## config.mk

```make
export PLATFORM = sky130hd
export DESIGN_NAME = byte_exec_stage
export DESIGN_NICKNAME = d
export VERILOG_FILES = /design/src/rtl/exu_pkg.sv /design/src/rtl/exu_decode.sv /design/src/rtl/exu_alu.sv /design/src/rtl/exu_regfile.sv /design/src/rtl/byte_exec_stage.sv
export SDC_FILE = /design/constraint.sdc
export NUM_CORES = 1
export LEC_CHECK = 0
export ABC_AREA = 0
export ABC_CLOCK_PERIOD_IN_PS = 14300
export BUFFER_PORTS_ARGS = -buffer_cell sky130_fd_sc_hd__buf_2
export CAP_MARGIN = 20
export CORE_ASPECT_RATIO = 1.2
export CORE_MARGIN = 2
export CORE_UTILIZATION = 60
export CTS_CLUSTER_SIZE = 24
export DETAILED_ROUTE_END_ITERATION = 10
export HOLD_SLACK_MARGIN = 0.02
export PLACE_DENSITY = 0.77
export SLEW_MARGIN = 40
export SYNTH_ARGS = -nofsm -noshare
export SYNTH_HDL_FRONTEND = slang
export SYNTH_HIERARCHICAL = 1
export SYNTH_SLANG_ARGS = --single-unit
```

## constraint.sdc

```tcl
create_clock -name clk -period 14.3 [get_ports clk]
set_clock_uncertainty 0.05 [all_clocks]
set_input_delay 4.29 -clock clk [delete_from_list [all_inputs] [get_ports clk]]
set_output_delay 4.29 -clock clk [all_outputs]
set_load 0.02 [all_outputs]
```

## src/rtl/exu_pkg.sv

```systemverilog
package exu_pkg;
  localparam int DATA_W  = 8;
  localparam int REG_NUM = 32;
  localparam int IDX_W   = $clog2(REG_NUM);
  localparam int INSN_W  = 16;

  typedef enum logic [4:0] {
    OP_NOP, OP_ADD, OP_ADC, OP_SUB, OP_SBC, OP_AND, OP_OR, OP_EOR, OP_MOV,
    OP_CP, OP_CPC, OP_MOVW, OP_COM, OP_NEG, OP_SWAP, OP_INC, OP_ASR,
    OP_LSR, OP_ROR, OP_DEC
  } op_e;

  typedef struct packed {
    logic h;
    logic s;
    logic v;
    logic n;
    logic z;
    logic c;
  } flags_t;

  typedef struct packed {
    op_e              op;
    logic [IDX_W-1:0] dst;
    logic [IDX_W-1:0] src;
    logic             wr_res;
    logic             upd_flags;
    logic             pair;
  } dec_t;
endpackage

```

## src/rtl/exu_decode.sv

```systemverilog
module exu_decode
  import exu_pkg::*;
(
  input  logic [INSN_W-1:0] instr,
  output dec_t              dec
);
  always_comb begin
    dec           = '0;
    dec.op        = OP_NOP;
    dec.dst       = {instr[8], instr[7:4]};
    dec.src       = {instr[9], instr[3:0]};
    if (instr[15:8] == 8'h01) begin
      dec.op      = OP_MOVW;
      dec.dst     = {instr[7:4], 1'b0};
      dec.src     = {instr[3:0], 1'b0};
      dec.wr_res  = 1'b1;
      dec.pair    = 1'b1;
    end else if (instr[15:9] == 7'b1001010) begin
      case (instr[3:0])
        4'h0:    dec.op = OP_COM;
        4'h1:    dec.op = OP_NEG;
        4'h2:    dec.op = OP_SWAP;
        4'h3:    dec.op = OP_INC;
        4'h5:    dec.op = OP_ASR;
        4'h6:    dec.op = OP_LSR;
        4'h7:    dec.op = OP_ROR;
        4'hA:    dec.op = OP_DEC;
        default: dec.op = OP_NOP;
      endcase
      dec.wr_res    = (dec.op != OP_NOP);
      dec.upd_flags = (dec.op != OP_NOP) && (dec.op != OP_SWAP);
    end else begin
      case (instr[15:10])
        6'b000011: dec.op = OP_ADD;
        6'b000111: dec.op = OP_ADC;
        6'b000110: dec.op = OP_SUB;
        6'b000010: dec.op = OP_SBC;
        6'b001000: dec.op = OP_AND;
        6'b001010: dec.op = OP_OR;
        6'b001001: dec.op = OP_EOR;
        6'b001011: dec.op = OP_MOV;
        6'b000101: dec.op = OP_CP;
        6'b000001: dec.op = OP_CPC;
        default:   dec.op = OP_NOP;
      endcase
      dec.wr_res    = !(dec.op inside {OP_NOP, OP_CP, OP_CPC});
      dec.upd_flags = !(dec.op inside {OP_NOP, OP_MOV});
    end
  end
endmodule

```

## src/rtl/exu_alu.sv

```systemverilog
module exu_alu
  import exu_pkg::*;
(
  input  op_e               op,
  input  logic [DATA_W-1:0] a,
  input  logic [DATA_W-1:0] b,
  input  flags_t            fin,
  output logic [DATA_W-1:0] res,
  output flags_t            fout
);
  logic [DATA_W:0]   add_w, sub_w;
  logic [4:0]        add_h, sub_h;
  logic [DATA_W-1:0] sa, sb;
  logic              cin;

  always_comb begin
    sa    = (op == OP_NEG) ? '0 : a;
    sb    = (op == OP_NEG) ? a : b;
    cin   = (op inside {OP_ADC, OP_SBC, OP_CPC}) ? fin.c : 1'b0;
    add_w = {1'b0, a} + {1'b0, b} + (DATA_W+1)'(cin);
    add_h = {1'b0, a[3:0]} + {1'b0, b[3:0]} + 5'(cin);
    sub_w = {1'b0, sa} - {1'b0, sb} - (DATA_W+1)'(cin);
    sub_h = {1'b0, sa[3:0]} - {1'b0, sb[3:0]} - 5'(cin);
    res   = a;
    fout  = fin;
    case (op)
      OP_ADD, OP_ADC: begin
        res    = add_w[DATA_W-1:0];
        fout.c = add_w[DATA_W];
        fout.h = add_h[4];
        fout.v = (a[7] & b[7] & ~res[7]) | (~a[7] & ~b[7] & res[7]);
      end
      OP_SUB, OP_SBC, OP_CP, OP_CPC, OP_NEG: begin
        res    = sub_w[DATA_W-1:0];
        fout.c = sub_w[DATA_W];
        fout.h = sub_h[4];
        fout.v = (sa[7] & ~sb[7] & ~res[7]) | (~sa[7] & sb[7] & res[7]);
      end
      OP_AND:  begin res = a & b; fout.v = 1'b0; end
      OP_OR:   begin res = a | b; fout.v = 1'b0; end
      OP_EOR:  begin res = a ^ b; fout.v = 1'b0; end
      OP_MOV, OP_MOVW: res = b;
      OP_COM:  begin res = ~a; fout.c = 1'b1; fout.v = 1'b0; end
      OP_SWAP: res = {a[3:0], a[7:4]};
      OP_INC:  begin res = a + 1'b1; fout.v = (a == 8'h7F); end
      OP_DEC:  begin res = a - 1'b1; fout.v = (a == 8'h80); end
      OP_ASR:  begin res = {a[7], a[7:1]};  fout.c = a[0]; end
      OP_LSR:  begin res = {1'b0, a[7:1]};  fout.c = a[0]; end
      OP_ROR:  begin res = {fin.c, a[7:1]}; fout.c = a[0]; end
      default: ;
    endcase
    fout.n = res[7];
    if (op inside {OP_SBC, OP_CPC})
      fout.z = (res == '0) ? fin.z : 1'b0;
    else
      fout.z = (res == '0);
    if (op inside {OP_ASR, OP_LSR, OP_ROR})
      fout.v = fout.n ^ fout.c;
    fout.s = fout.n ^ fout.v;
  end
endmodule

```

## src/rtl/exu_regfile.sv

```systemverilog
module exu_regfile #(
  parameter int NREG = 32,
  parameter int DW   = 8,
  parameter int NRD  = 4,
  localparam int AW  = $clog2(NREG)
) (
  input  logic                    clk,
  input  logic                    rst,
  input  logic [NRD-1:0][AW-1:0]  rd_addr,
  output logic [NRD-1:0][DW-1:0]  rd_data,
  input  logic [1:0]              we,
  input  logic [1:0][AW-1:0]      wa,
  input  logic [1:0][DW-1:0]      wd
);
  logic [DW-1:0] mem [NREG];

  for (genvar p = 0; p < NRD; p++) begin : g_rd
    assign rd_data[p] = mem[rd_addr[p]];
  end

  always_ff @(posedge clk) begin
    if (rst) begin
      for (int i = 0; i < NREG; i++) mem[i] <= '0;
    end else begin
      for (int k = 0; k < 2; k++)
        if (we[k]) mem[wa[k]] <= wd[k];
    end
  end
endmodule

```

## src/rtl/byte_exec_stage.sv

```systemverilog
module byte_exec_stage
  import exu_pkg::*;
(
  input  logic              clk,
  input  logic              rst,
  input  logic              instr_valid,
  input  logic [15:0]       instr,
  input  logic [4:0]        dbg_sel,
  output logic [7:0]        dbg_data,
  output logic [5:0]        dbg_flags
);
  localparam int NRD = 4;

  dec_t                          dec;
  flags_t                        flags_q, alu_flags;
  logic [DATA_W-1:0]             alu_res;
  logic [NRD-1:0][IDX_W-1:0]     rd_addr;
  logic [NRD-1:0][DATA_W-1:0]    rd_data;
  logic [1:0]                    we;
  logic [1:0][IDX_W-1:0]         wa;
  logic [1:0][DATA_W-1:0]        wd;

  exu_decode u_dec (.instr(instr), .dec(dec));

  assign rd_addr[0] = dec.dst;
  assign rd_addr[1] = dec.src;
  assign rd_addr[2] = {dec.src[IDX_W-1:1], 1'b1};
  assign rd_addr[3] = dbg_sel;

  exu_alu u_alu (
    .op(dec.op), .a(rd_data[0]), .b(rd_data[1]), .fin(flags_q),
    .res(alu_res), .fout(alu_flags)
  );

  assign we[0] = instr_valid && dec.wr_res;
  assign wa[0] = dec.dst;
  assign wd[0] = alu_res;
  assign we[1] = instr_valid && dec.pair;
  assign wa[1] = {dec.dst[IDX_W-1:1], 1'b1};
  assign wd[1] = rd_data[2];

  exu_regfile #(.NREG(REG_NUM), .DW(DATA_W), .NRD(NRD)) u_rf (
    .clk(clk), .rst(rst), .rd_addr(rd_addr), .rd_data(rd_data),
    .we(we), .wa(wa), .wd(wd)
  );

  always_ff @(posedge clk) begin
    if (rst) begin
      flags_q  <= '0;
      dbg_data <= '0;
    end else begin
      if (instr_valid && dec.upd_flags) flags_q <= alu_flags;
      dbg_data <= rd_data[3];
    end
  end

  assign dbg_flags = flags_q;
endmodule

```

==> flow_summary.toml <==
[cts]
cts_buffers = 29
cts_sinks = 270
htreeDepth = 1
tritoncts = "done"
clockRootBuffer = "clkbuf_16"
cts.reportedPaths.clkPinSlew_ns = 0.07
insertion_delay_ns = 0.60
cts_setup_buffers = 0
cts.hold.buffers_added = 0
cts_resized = 0
clockBufferDepth = 3

[job]
maxCapViolCount = 0

[die]
die_w_um = 182.4
die_area_mm2 = 0.03980
num_rows = 78
io_pins = 38
fp.coreArea_mm2 = 0.03777
die_h_um = 218.1
start_util_pct = 60.70

[synthesis]
yosys_warnings = 6
async_flop_share_pct = 0
ys_types = 99
synth-seq-area-share_pct = 34.75
synth_area_leaders = "edfxtp_1 34%, mux4_2 31%, a22o_1 9.9%, ha_1 2.2%, clkbuf_1 1.6%"
yosysTopAreaCellShare_pct = 33.53
syn_area_mm2 = 0.02293
netlist_instances = 1669
ys.flop_type = "edfxtp_1"
avgSynthCellArea_um2 = 13.74
synth_edf_count = 256
synth_seq_cells = 270
yosys.area.top_type = "edfxtp_1"

[cells_and_area]
nets = 1672
area_growth_pct = 6.500
design_area_mm2 = 0.02442
drive_above_1_share_pct = 35.06

[sta]
clock.fmax_mhz = 88.73
finalSetupTns_ns = 0
worstMarginPinSlew_ns = 3.470
fin_ws_ns = 3.030
slew_headroom_pct = -134.5
setup_violations = 0
fin_crit_sh_pct = 78.81
drv_slew = 9
hold_viol_final = 0
rsz0062_at_grt = "no"
fin_crit_ns = 11.27

[global_routing]
grt_pass1_vias = 17261
grt_max_degree = 89
grt_usage_pct = 40.59
grt_overflow = 0
grt_pass1_wl_um = 116700
antenna_found_initial = 9

[min_path]
hold_path.class = "reg2reg"

[detailed_routing]
vias = 18030
wl_um = 79520
vias_per_cell = 8.557
wl_per_cell_um = 37.74
drtIter0Drc = 2984
drc = 0
dr.pass1.iters = 5
ant_nets = 0

[critical_path]
cp-start-kind = "primary input"
crit_type = "in2reg"
cp-end-kind = "flip-flop"
crit_fanout = 40
worst-endpoint-required_ns = 14.76
worstPathArrival_ns = 11.73

[status]
violations = "max-slew violations"
status = "finished, violations left"

[power_and_ir_drop]
p_total_mw = 2.442
vdd_drop_max_mv = 0.09432
p_leak_nw = 8.360
p_per_area_mw_per_mm2 = 100.0

[placed_design]
place_congestion = 0.9589
pre_cts_slack_ns = 2.604
place_area_mm2 = 0.02340
hpwl_um = 54560
numPortBuffers = 37
[worst paths after layout]
path	from	end	slack [ns]	cells past startpoint
setup reg to reg	u_rf/mem[31][0]$_DFFE_PP_	dbg_flags[3]$_SDFFE_PP0P_	8.72	18
setup / recovery	instr[15]	dbg_flags[1]$_SDFFE_PP0P_	3.03	22
hold / removal	dbg_flags[2]$_SDFFE_PP0P_	dbg_flags[2]$_SDFFE_PP0P_	0.54	2
hold reg to reg	dbg_flags[2]$_SDFFE_PP0P_	dbg_flags[2]$_SDFFE_PP0P_	0.54	2
[layer usage]
metal | global-route usage [%] | vias up | wire, µm
li1 | - | 6968 | -
met1 | 51.69 | 8966 | 25770
met2 | 60.73 | 1721 | 34780
met3 | 13.91 | 361 | 12440
met4 | 24.11 | 14 | 6436
met5 | 0.2500 | - | 99
[synth_stat cells, drive strengths merged, types with 5 or more instances]
library cell and n:
or3b 10, a211oi 36, nand4 6, nand4bb 5, a21bo 7, a21o 7
xor2 6, nand3 16, nor3 16, ha 40, xnor2 12, clkbuf 98
nand2 46, buf 83, nor2b 16, nor2 106, mux2 34, o22ai 5
a221oi 8, nand2b 8, inv 43, or3 36, o21ai 23, nand3b 9
fa 5, mux4 320, a22o 259, and2 6, nor3b 8, o2111ai 5
nor4 7, a21oi 38, dfxtp 14, o21a 7, edfxtp 256
[logic make-up (layout without fill, tap and decap cells)]
group	count (synthesis)	after routing	synth area share [%]
AOI/OAI and AO/OA	437	437	16.39
xor gates and xnor gates	18	18	0.6877
adders and majority gates	45	45	2.620
buffers and inverters	224	173	4.508
DFF	270	270	34.75
muxes	358	358	33.31
other	1	10	0.01636
and+or+nand+nor	316	316	7.706
[metrics by stage]
step	instances	hold slack (ns)	util, %
after detailed placement	2052	0.5305	61.97
after global placement	2047	0.5177	61.65
final	2107	0.5364	64.65
after global routing	2107	0.5742	64.65
after CTS	2106	0.5398	64.58
after floorplan	1677	0.6056	-
[layout make-up]
type	instances	area (µm²)
multi-input cells	1183	14150
repair buffers	76	548.0
fillers	2707	13350
well taps	480	600.6
inverters	43	161.4
flip-flops and latches	270	7968
diodes	1	2.502
clock buffers	35	748.2
clock inverters	19	237.7
[sequential cells by signal (all words and copies together) (netlist names)]
| register | cells |
|---|---|
| u_rf/mem | 256 |
| dbg_data | 8 |
| dbg_flags | 6 |
[critical path, cell delays in order]
cell and delay (ns):
buf_2 0.13, nor3_4 0.34, nand4_1 0.46, inv_2 0.37
nand2_1 0.15, nand2_4 0.36, buf_4 0.57, buf_4 0.45
mux4_2 0.37, mux4_2 0.49, mux2_2 0.40, inv_1 0.20
ha_1 0.29, a21oi_1 0.35, o211ai_1 0.24, o41ai_2 0.68
xor2_1 0.20, nor2_1 0.07, o32a_4 0.63, nor4_1 0.34
nand3_1 0.12, a21oi_1 0.16
[where the power goes]
group,switching [mW],internal [mW],leakage (nW)
sequential,0.0363,0.893,2.76
clock,0.337,0.465,0.482
combinational,0.445,0.265,5.12
[cells in the final DEF, fill, tap and decap left out, types with 6 or more instances in the layout]
| cell | n |
|---|---|
| a21oi_1 | 31 |
| edfxtp_1 | 256 |
| o21a_1 | 7 |
| and2_1 | 6 |
| nand3_1 | 16 |
| nand3b_1 | 9 |
| mux4_2 | 320 |
| ha_1 | 40 |
| nand2b_1 | 8 |
| mux2_2 | 26 |
| a22o_1 | 259 |
| inv_1 | 41 |
| nor2_1 | 95 |
| dfxtp_1 | 14 |
| buf_2 | 36 |
| a21o_1 | 7 |
| nor2b_1 | 15 |
| nor2_2 | 11 |
| or3b_2 | 9 |
| xor2_1 | 6 |
| nand2_1 | 43 |
| nor4_1 | 6 |
| a211oi_2 | 30 |
| clkbuf_1 | 6 |
| nor3_1 | 14 |
| clkbuf_16 | 29 |
| a221oi_1 | 7 |
| xnor2_1 | 12 |
| buf_4 | 32 |
| conb_1 | 9 |
| mux2_4 | 8 |
| or3_1 | 36 |
| o21ai_0 | 17 |
Note: power is estimated with default switching activity, not from simulation.
